`config.mk`:
```
export PLATFORM = sky130hd
export DESIGN_NAME = brm_pwm
export DESIGN_NICKNAME = d
export VERILOG_FILES = /design/src/rtl/brm_pwm.sv
export SDC_FILE = /design/constraint.sdc
export NUM_CORES = 1
export LEC_CHECK = 0
export CORE_ASPECT_RATIO = 0.5
export CORE_MARGIN = 2
export CORE_UTILIZATION = 25
export DETAILED_ROUTE_END_ITERATION = 7
export PLACE_DENSITY = 0.44
export SYNTH_ARGS = -nofsm -noshare
export SYNTH_HDL_FRONTEND = slang
export SYNTH_SLANG_ARGS = --single-unit
```
`constraint.sdc`:
```
create_clock -name clk -period 4.7 [get_ports clk]
set_input_delay 0.705 -clock clk [delete_from_list [all_inputs] [get_ports clk]]
set_output_delay 0.705 -clock clk [all_outputs]
set_load 0.02 [all_outputs]
```
`src/rtl/brm_pwm.sv`:
```
module brm_pwm #(
  parameter int PW = 5,
  parameter int BW = 3
) (
  input  logic             clk,
  input  logic             rst_n,
  input  logic             wr_en,
  input  logic [PW+BW-1:0] wr_data,
  input  logic             enable,
  output logic             pwm_out,
  output logic             pwm_oe
);
  localparam int DW = PW + BW;

  logic [PW-1:0] pcnt;
  logic [BW-1:0] fcnt;
  logic [DW-1:0] shadow, act;
  logic          brm_hit, sel, wave;

  wire [PW-1:0] width      = act[DW-1:BW];
  wire [BW-1:0] rate       = act[BW-1:0];
  wire          period_end = &pcnt;
  wire          frame_end  = period_end & (&fcnt);

  // rate bit k fires where the frame index ends in a one followed by BW-1-k zeros
  always_comb begin
    brm_hit = 1'b0;
    sel     = 1'b0;
    for (int k = 0; k < BW; k++) begin
      sel = rate[k] & fcnt[BW-1-k];
      for (int i = 0; i < BW - 1 - k; i++) sel = sel & ~fcnt[i];
      brm_hit = brm_hit | sel;
    end
  end

  assign wave    = (pcnt < width) | ((pcnt == width) & brm_hit);
  assign pwm_oe  = enable;
  assign pwm_out = enable & wave;

  always_ff @(posedge clk or negedge rst_n) begin
    if (!rst_n) begin
      pcnt   <= '0;
      fcnt   <= '0;
      shadow <= '0;
      act    <= '0;
    end else begin
      pcnt <= pcnt + 1'b1;
      if (period_end) fcnt <= fcnt + 1'b1;
      if (wr_en) shadow <= wr_data;
      if (frame_end) act <= shadow;
    end
  end

  assert_period_step_R2: assert property (@(posedge clk) disable iff (!rst_n)
    1'b1 |=> pcnt == $past(pcnt) + 1'b1);

  assert_late_low_R5: assert property (@(posedge clk) disable iff (!rst_n)
    (pcnt > width) |-> !pwm_out);

  assert_zero_quiet_R3: assert property (@(posedge clk) disable iff (!rst_n)
    (act == '0) |-> !pwm_out);

  assert_act_hold_R7: assert property (@(posedge clk) disable iff (!rst_n)
    !frame_end |=> $stable(act));

  assert_frame_step_R4: assert property (@(posedge clk) disable iff (!rst_n)
    !period_end |=> $stable(fcnt));

  assert_off_quiet_R9: assert property (@(posedge clk) disable iff (!rst_n)
    !enable |-> (!pwm_out && !pwm_oe));
endmodule

```
==> summary.txt <==
Drt
  – Routed WL: between 1.5 and 2 mm
  – DR WL/cell: 12.8 um
  – Initial DRC Count: 12
  – Routed vias/inst: 4.24
  – DRT Pass-1 Iters: 3
  – Antenna Nets Post-Route: 0
  – Residual DRC: 0
  – Via Count: 619

Logic synthesis
  – Netlist Area Pre-Place: 1070 um2
  – Post-Synth Simple-Gate Area: 4.10%
  – Most frequent cells after synthesis: dfrtp_1, mux2_2, ha_1
  – Synth area leaders: dfrtp_1, mux2_2, ha_1
  – Most common cell in the netlist: dfrtp_1
  – Post-synthesis mux area share: a little under a fifth
  – Syn Area/Cell: approximately 14 um2
  – Cells after Synth: 77
  – Mapped Nets: just under 100
  – Async set-reset flop share out of synthesis: between 90% and 100%
  – Top FF cell, synth: dfrtp_1
  – Syn. warnings: 0
  – Post-synthesis sequential area ratio: 56.3%
  – Flip-flop and latch count after synthesis: 24
  – Distinct cells, synth: 19
  – XOR/XNOR share of the synthesized area: 2.46%
  – Synth Area in Adders: 10.6%
  – Largest area contributor in the netlist: dfrtp_1
  – Post-synth EDFFs: 0
  – Compound-Gate Fraction of Synth Area: between 3 and 4%
  – Area share of the largest cell type after synthesis: 56.3%
  – Main combinational cell family by area after synthesis: multiplexers

Clocking
  – CTS hold repair buffers: 0
  – CTS sink count: 24
  – Clk slew on worst S/H paths: 0.08 ns
  – Post-CTS setup buffers: 0
  – Clk_lat worst skew: 0.26 ns
  – CTS H-tree depth: 1
  – Root Buffer: clkbuf_8
  – CTS buffer count: 3
  – Clock tree from TritonCTS: built
  – Clock Path Buffers: 2
  – PostCTS Resize Cnt: 0

Global routing
  – First-pass GRT wire length: 3.25 mm
  – Largest net degree at the start of global routing: 25
  – Vias in the first global route: 666
  – Total GRT Usage: 9.15%
  – Initial antenna violation count: 0
  – Total gr overflow: 0

STA
  – Period utilization: 63.3%
  – Final Hold Viols: 0
  – Headroom to the max-slew limit: 29.7%
  – Final Max Tran Viols: 0
  – Max Clk Rate: 0.336 GHz
  – Final setup viols: 0
  – RSZ-0062 raised after global routing: false
  – Worst-margin pin slew: 1.05 ns
  – Skew final: approximately 0.0013 ns
  – Setup TNS: 0 ns
  – Tmin final: 2.98 ns

Worst setup path
  – CP max FO: 3
  – Crit path DAT: 2.27 ns
  – Crit Path Class: in -> out
  – Startpoint types: input port
  – Worst EP required: 3.99 ns
  – Setup crit end kind: output pin

Die
  – Top Ports: 14
  – Rows: 16
  – Die H: around 50 um
  – Die Area: 4840 um2
  – Starting Density: 26.7%
  – Chip Width: around 96 um
  – Core Footprint: 4000 um2

Pwr
  – Power Density: 314 nW/um2
  – Pleak: 0.628 nW
  – Max VDD drop: 101 uV

Status
  – Status: completed

Cells and area
  – Register area: 601 um2
  – Nets: 114
  – Layout fillers: 406
  – Area of the multi-input gates: 428 um2
  – Post-layout instance area: 1320 um2
  – Area Growth Syn to Fin: 24.0%
  – Antenna diode count: 0
  – Layout cells sized above 1: roughly 25%

Run
  – Max-cap violations: 0

Place
  – Post-DP Area: around 1300 um2
  – Port buffer count: 13
  – DP Wirelength: between 1.5 and 2 mm
  – Routability cong.: 0.801

Worst hold path
  – HP Class: reg -> reg
## cell families (layout without fill, tap and decap cells)
kind of cell | Yosys count | after routing
AOI/OAI and AO/OA | 6 | 6
buffers and inverters | 9 | 24
xor gates and xnor gates | 3 | 3
muxes | 18 | 18
adders and majority gates | 9 | 9
and+or+nand+nor | 8 | 8
DFF | 24 | 24
## routing by layer
| metal | track usage (%) | routed length [um] | up-vias | part of all wire [%] |
|---|---|---|---|---|
| met2 | 15.2 | 977 | 6 | 52 |
| li1 | - | - | 299 | - |
| met5 | 0 | 0 | - | 0 |
| met4 | 3.76 | 41 | 0 | 2.2 |
| met3 | 3.15 | 38 | 4 | 2.0 |
| met1 | 10.9 | 810 | 310 | 43 |
## placed cells by master (no fill, tap or decap), drive strengths merged, types with 2 or more instances in the layout
| cell type | count |
|---|---|
| clkdlybuf4s50 | 13 |
| dfrtp | 24 |
| mux2 | 18 |
| xor2 | 2 |
| ha | 9 |
| nand2 | 4 |
| clkbuf | 3 |
| a21oi | 2 |
| inv | 7 |
## critical path, cell delays in order
cell and delay (ns):
clkdlybuf4s50_1 0.50, o211ai_1 0.10, o32ai_1 0.29, clkdlybuf4s50_1 0.67
## stage by stage
step	std cells	power [mW]	utilization, %	hold WS, ns	setup slack [ns]
finish	146	0.416	33.1	0.511	1.72
global route	146	0.437	33.1	0.534	1.66
CTS	146	0.422	33.1	0.515	1.71
detailed placement	142	0.246	31.3	0.502	1.71
global placement	142	0.244	31.3	0.466	1.80
floorplan	77	0.229	-	0.409	2.57
## power breakdown
part / switching [mW] / internal [mW] / total [mW]
clock: 0.0616 / 0.114 / 0.175
combinational: 0.00869 / 0.0148 / 0.0235
sequential: 0.00401 / 0.213 / 0.217
total: 0.0743 / 0.342 / 0.416
## final cells by class
| type | count | share of cell area, % |
|---|---|---|
| flip-flops and latches | 24 | 45.4 |
| multi-input cells | 44 | 32.3 |
| repair buffers | 13 | 9.83 |
| well taps | 54 | 5.10 |
| clock buffers | 3 | 3.12 |
| clock inverters | 1 | 2.27 |
| inverters | 7 | 1.98 |
## flip-flops by register name (all words and copies together) (netlist names)
name and count:
act 8, pcnt 5, shadow 8, fcnt 3
## worst paths after layout
path,slack (ns),to,depth (start not counted),startpoint
min reg2reg,0.51,pcnt[3]$_DFF_PN0_,1,pcnt[3]$_DFF_PN0_
min in group asynchronous,1.01,shadow[0]$_DFFE_PN0P_,1,rst_n
max in group asynchronous,3.06,pcnt[2]$_DFF_PN0_,1,rst_n
min,0.51,pcnt[3]$_DFF_PN0_,1,pcnt[3]$_DFF_PN0_
max reg2reg,3.00,act[7]$_DFFE_PN0P_,5,pcnt[0]$_DFF_PN0_
max,1.72,pwm_out,4,enable
Power figures use the tool's default switching activity.
